<file path="config.mk">
export PLATFORM = sky130hd
export DESIGN_NAME = disp_port
export DESIGN_NICKNAME = d
export VERILOG_FILES = /design/src/rtl/disp_pkg.sv /design/src/rtl/disp_decode.sv /design/src/rtl/disp_ctrl.sv /design/src/rtl/disp_rdmux.sv /design/src/rtl/disp_port.sv
export SDC_FILE = /design/constraint.sdc
export NUM_CORES = 1
export LEC_CHECK = 0
export BUFFER_PORTS_ARGS = -buffer_cell sky130_fd_sc_hd__buf_2
export CAP_MARGIN = 20
export CORE_UTILIZATION = 24
export CTS_BUF_LIST = sky130_fd_sc_hd__clkbuf_8
export CTS_CLUSTER_DIAMETER = 150
export CTS_CLUSTER_SIZE = 28
export DETAILED_ROUTE_END_ITERATION = 8
export PLACE_DENSITY = 0.64
export SYNTH_ARGS = -nofsm -noshare
export SYNTH_HDL_FRONTEND = slang
export SYNTH_HIERARCHICAL = 1
export SYNTH_SLANG_ARGS = --single-unit
</file>
<file path="constraint.sdc">
create_clock -name clk -period 2.4 [get_ports clk]
set_input_delay 0.48 -clock clk [delete_from_list [all_inputs] [get_ports clk]]
set_output_delay 0.48 -clock clk [all_outputs]
set_load 0.05 [all_outputs]
</file>
<file path="src/rtl/disp_pkg.sv">
package disp_pkg;
    localparam int CHAR_W = 8;

    typedef struct packed {
        logic              ready;
        logic              ien;
        logic              valid;
        logic [CHAR_W-1:0] chr;
    } disp_state_t;

    localparam disp_state_t DISP_RESET = '{ready: 1'b1, ien: 1'b0,
                                           valid: 1'b0, chr: '0};
endpackage

</file>
<file path="src/rtl/disp_decode.sv">
module disp_decode #(
    parameter int          ADDR_W    = 16,
    parameter logic [15:0] STAT_ADDR = 16'hFE04,
    parameter logic [15:0] DATA_ADDR = 16'hFE06
) (
    input  logic [ADDR_W-1:0] addr,
    input  logic              wr,
    input  logic              rd,
    output logic              wr_stat,
    output logic              wr_data,
    output logic              rd_stat,
    output logic              rd_data
);
    logic hit_stat, hit_data;

    always_comb begin
        hit_stat = (addr == ADDR_W'(STAT_ADDR));
        hit_data = (addr == ADDR_W'(DATA_ADDR));
        wr_stat  = wr && hit_stat;
        wr_data  = wr && hit_data;
        rd_stat  = rd && hit_stat;
        rd_data  = rd && hit_data;
    end
endmodule

</file>
<file path="src/rtl/disp_ctrl.sv">
module disp_ctrl
    import disp_pkg::*;
(
    input  logic              clk,
    input  logic              rst_n,
    input  logic              wr_stat,
    input  logic              wr_data,
    input  logic              ien_bit,
    input  logic [CHAR_W-1:0] wchar,
    input  logic              done,
    output logic              ready,
    output logic              ien,
    output logic              valid,
    output logic [CHAR_W-1:0] chr,
    output logic              irq
);
    disp_state_t st_d, st_q;
    logic        accept_d;

    always_comb begin
        st_d     = st_q;
        accept_d = wr_data && st_q.ready;
        st_d.valid = accept_d;
        if (wr_stat) begin
            st_d.ien = ien_bit;
        end
        if (accept_d) begin
            st_d.chr   = wchar;
            st_d.ready = 1'b0;
        end else if (!st_q.ready && done) begin
            st_d.ready = 1'b1;
        end
    end

    always_ff @(posedge clk) begin
        if (!rst_n) st_q <= DISP_RESET;
        else        st_q <= st_d;
    end

    always_comb begin
        ready = st_q.ready;
        ien   = st_q.ien;
        valid = st_q.valid;
        chr   = st_q.chr;
        irq   = st_q.ready && st_q.ien;
    end
endmodule

</file>
<file path="src/rtl/disp_rdmux.sv">
module disp_rdmux
    import disp_pkg::*;
#(
    parameter int DATA_W = 16
) (
    input  logic              rd_stat,
    input  logic              rd_data,
    input  logic              ready,
    input  logic              ien,
    input  logic [CHAR_W-1:0] chr,
    output logic [DATA_W-1:0] rdata
);
    localparam int PAD_W = DATA_W - CHAR_W;

    logic [DATA_W-1:0] stat_word, data_word;

    generate
        if (PAD_W > 0) begin : g_pad
            always_comb data_word = {{PAD_W{1'b0}}, chr};
        end else begin : g_nopad
            always_comb data_word = chr[DATA_W-1:0];
        end
    endgenerate

    always_comb begin
        stat_word             = '0;
        stat_word[DATA_W-1]   = ready;
        stat_word[DATA_W-2]   = ien;
        if (rd_stat)      rdata = stat_word;
        else if (rd_data) rdata = data_word;
        else              rdata = '0;
    end
endmodule

</file>
<file path="src/rtl/disp_port.sv">
module disp_port
    import disp_pkg::*;
#(
    parameter int          ADDR_W    = 16,
    parameter int          DATA_W    = 16,
    parameter logic [15:0] STAT_ADDR = 16'hFE04,
    parameter logic [15:0] DATA_ADDR = 16'hFE06
) (
    input  logic              clk,
    input  logic              rst_n,
    input  logic [ADDR_W-1:0] bus_addr,
    input  logic              bus_wr,
    input  logic              bus_rd,
    input  logic [DATA_W-1:0] bus_wdata,
    output logic [DATA_W-1:0] bus_rdata,
    output logic              disp_valid,
    output logic [CHAR_W-1:0] disp_char,
    input  logic              disp_done,
    output logic              irq
);
    logic wr_stat, wr_data, rd_stat, rd_data;
    logic ready_w, ien_w;
    logic unused_wbits;

    assign unused_wbits = ^{bus_wdata[DATA_W-1], bus_wdata[DATA_W-3:CHAR_W]};

    disp_decode #(
        .ADDR_W(ADDR_W), .STAT_ADDR(STAT_ADDR), .DATA_ADDR(DATA_ADDR)
    ) u_dec (
        .addr(bus_addr), .wr(bus_wr), .rd(bus_rd),
        .wr_stat(wr_stat), .wr_data(wr_data),
        .rd_stat(rd_stat), .rd_data(rd_data)
    );

    disp_ctrl u_ctrl (
        .clk(clk), .rst_n(rst_n),
        .wr_stat(wr_stat), .wr_data(wr_data),
        .ien_bit(bus_wdata[DATA_W-2]), .wchar(bus_wdata[CHAR_W-1:0]),
        .done(disp_done),
        .ready(ready_w), .ien(ien_w),
        .valid(disp_valid), .chr(disp_char), .irq(irq)
    );

    disp_rdmux #(.DATA_W(DATA_W)) u_rd (
        .rd_stat(rd_stat), .rd_data(rd_data),
        .ready(ready_w), .ien(ien_w), .chr(disp_char),
        .rdata(bus_rdata)
    );
endmodule

</file>
==> metrics.yaml <==
cells_and_area:
  multi_input_area_um2: 408
  layout_common_cells: "buf_2, buf_4, dfxtp_1"
  final_cell_count_no_fill: 157
  antennaDiodeCount: 0
  drive_gt1_share_pct: 59.1
  final_common_cell: "buf_2"
  seqCellArea_um2: 220
  nNetsFinal: 165
  areaGrowthSynthToFinish_pct: 51.5
  stdcell_area_mm2: 0.00103
  fillers: 281
worst_setup_path:
  worstReg2RegStart: "u_ctrl/ready$_SDFFE_PN1P_"
  cp_slowest_stage_delay_ns: 0.29
  required_ns: 1.92
  crit_start: "bus_addr[0]"
  cp_common_cell: "buf_4"
  cp_slowest_cell: "nor4_4"
  worstPathMaxFanout: 5
  path_cells: "buf_2, nor4_4, nand4_1, nor3b_2, buf_4, and3b_1, buf_4"
  cp-end-kind: "primary output"
  start_kind: "input pin"
  arrival_ns: 1.89
  r2r_cells: 2
  path_class: "input pin to primary output"
flow_run:
  max_cap_violations: 0
clock_network:
  cts_tree: "done"
  clkSinkCount: 11
  path_clk_slew_ns: 0.05
  clock_latency_ns: 0.24
  cts-buffers-inserted: 3
  htree_levels: 1
  cts_hold_buf: 0
  clock_path_buffers: 2
  root_buffer: "clkbuf_8"
route:
  firstDrtPassIters: 4
  wl_per_cell_um: 13.2
  drc: 0
  dr_total_vias: 721
  routed_wl_mm: 2.07
  routed_via_density: 4.59
  drtIter0Drc: 6
  ant_nets: 0
worst_hold_path:
  whs_path_depth: 2
  hp-start: "u_ctrl/chr[3]$_SDFFE_PN0P_"
  hold_class: "flip-flop to flip-flop"
placed_design:
  dp_hpwl_mm: 1.44
  io_buffers: 49
  gp_congestion: 0.717
  place_area_um2: 927
  place_worst_setup_slack_ns: 0.0794
  dp.cells: 151
yosys:
  synthesis.area_um2: 681
  synth_cells: 74
  yosysUniqueCellTypes: 21
  yosys_warnings: 6
  syn_avg_cell_area_um2: 9.20
  yosysSeqAreaShare_pct: 32.4
  synth_seq_cells: 11
global_routing:
  grt_usage_pct: 12.7
  grt_pass1_wl_mm: 3.03
  antenna_found_initial: 0
  overflow: 0
  grt_max_degree: 20
  grt_pass1_vias: 671
timing:
  setup_viol: 0
  period_minus_slack_ns: 2.37
  finalHoldWorstSlack_ns: 0.468
  clock.fmax_mhz: 421
  finalCritPeriodShare_pct: 98.9
  finalMaxSlewViolations: 0
  hold_viol: 0
  clock_skew_ns: 0.00610
  setup_slack_ns: 0.0260
power:
  peakVddDrop_mv: 0.384
  p_per_area_mw_per_mm2: 412
  p_leak_nw: 0.540
  p_total_mw: 0.424
floorplanning:
  die-area_mm2: 0.00305
  start_util_pct: 26.5
  core-area_mm2: 0.00257
  core.rowCount: 18
  pin_count: 63
  die_x_um: 55.3
  chipHeight_um: 55.3
status:
  status: "completed"
[flip-flops by register name, indices dropped and copies added, names as in the netlist]
| register | cells |
|---|---|
| u_ctrl/chr | 8 |
| u_ctrl/valid | 1 |
| u_ctrl/ready | 1 |
| u_ctrl/ien | 1 |
[kinds of logic after synthesis]
logic type / Yosys count / share of synthesized area [%]
other cells: 1 / 0.551
simple gates: 41 / 41.5
buf+inv: 11 / 12.5
mux: 1 / 1.47
flops: 11 / 32.4
compound gates: 9 / 11.6
[routing by layer]
metal	vias to the layer above	track usage [%]	wire length, µm
li1	364	-	-
met1	335	14.8	812
met2	22	22.2	1140
met3	0	4.92	113
met4	0	2.14	0
met5	-	0	0
[worst max-delay path, delay by kind of cell]
| kind | cells | cell delay, ns |
|---|---|---|
| AND/OR/NAND/NOR | 4 | 0.93 |
| buffers and inverters | 3 | 0.48 |
[synthesized netlist by cell type (all sizes together)]
master	count	area share [%]
and2	4	4.4
and3	3	2.9
and3b	9	12
and4	2	2.6
and4bb	1	1.8
buf	11	12
conb	1	0.55
dfxtp	11	32
mux2i	1	1.5
nand2	8	4.4
nand4	9	8.3
nor2	1	0.55
nor2b	1	0.92
nor3b	2	2.2
nor4	1	1.8
o21ai	9	12
[power breakdown]
| part | internal (mW) | leakage (nW) | switching [mW] |
|---|---|---|---|
| logic | 0.0197 | 0.426 | 0.0354 |
| registers | 0.183 | 0.0886 | 0.00000137 |
| clock network | 0.114 | 0.0255 | 0.0724 |
[final timing paths]
path                                     end  slack (ns)
setup / recovery                bus_rdata[5]        0.03
hold / removal    u_ctrl/chr[3]$_SDFFE_PN0P_        0.47
setup reg to reg  u_ctrl/chr[2]$_SDFFE_PN0P_        1.27
hold reg to reg   u_ctrl/chr[3]$_SDFFE_PN0P_        0.47
[through the flow]
step	util, %	TNS [ns]
6_report	40.2	0
3_3_place_gp	36.1	0
3_5_place_dp	36.1	0
4_1_cts	37.9	0
5_1_grt	40.2	-0.210
2_1_floorplan	-	0
[area by class of cell]
class	count	area share (%)
multi-input cells	57	39.6
repair buffers	55	30.9
flip-flops and latches	11	21.4
well taps	30	3.64
clock inverters	1	0.485
clock buffers	3	4.00
[timing repair]
item,CTS,global route
setup endpoints to repair,0,10
gates resized for setup,0,23
buffers inserted,0,1
Note: power is estimated with default switching activity, not from simulation.
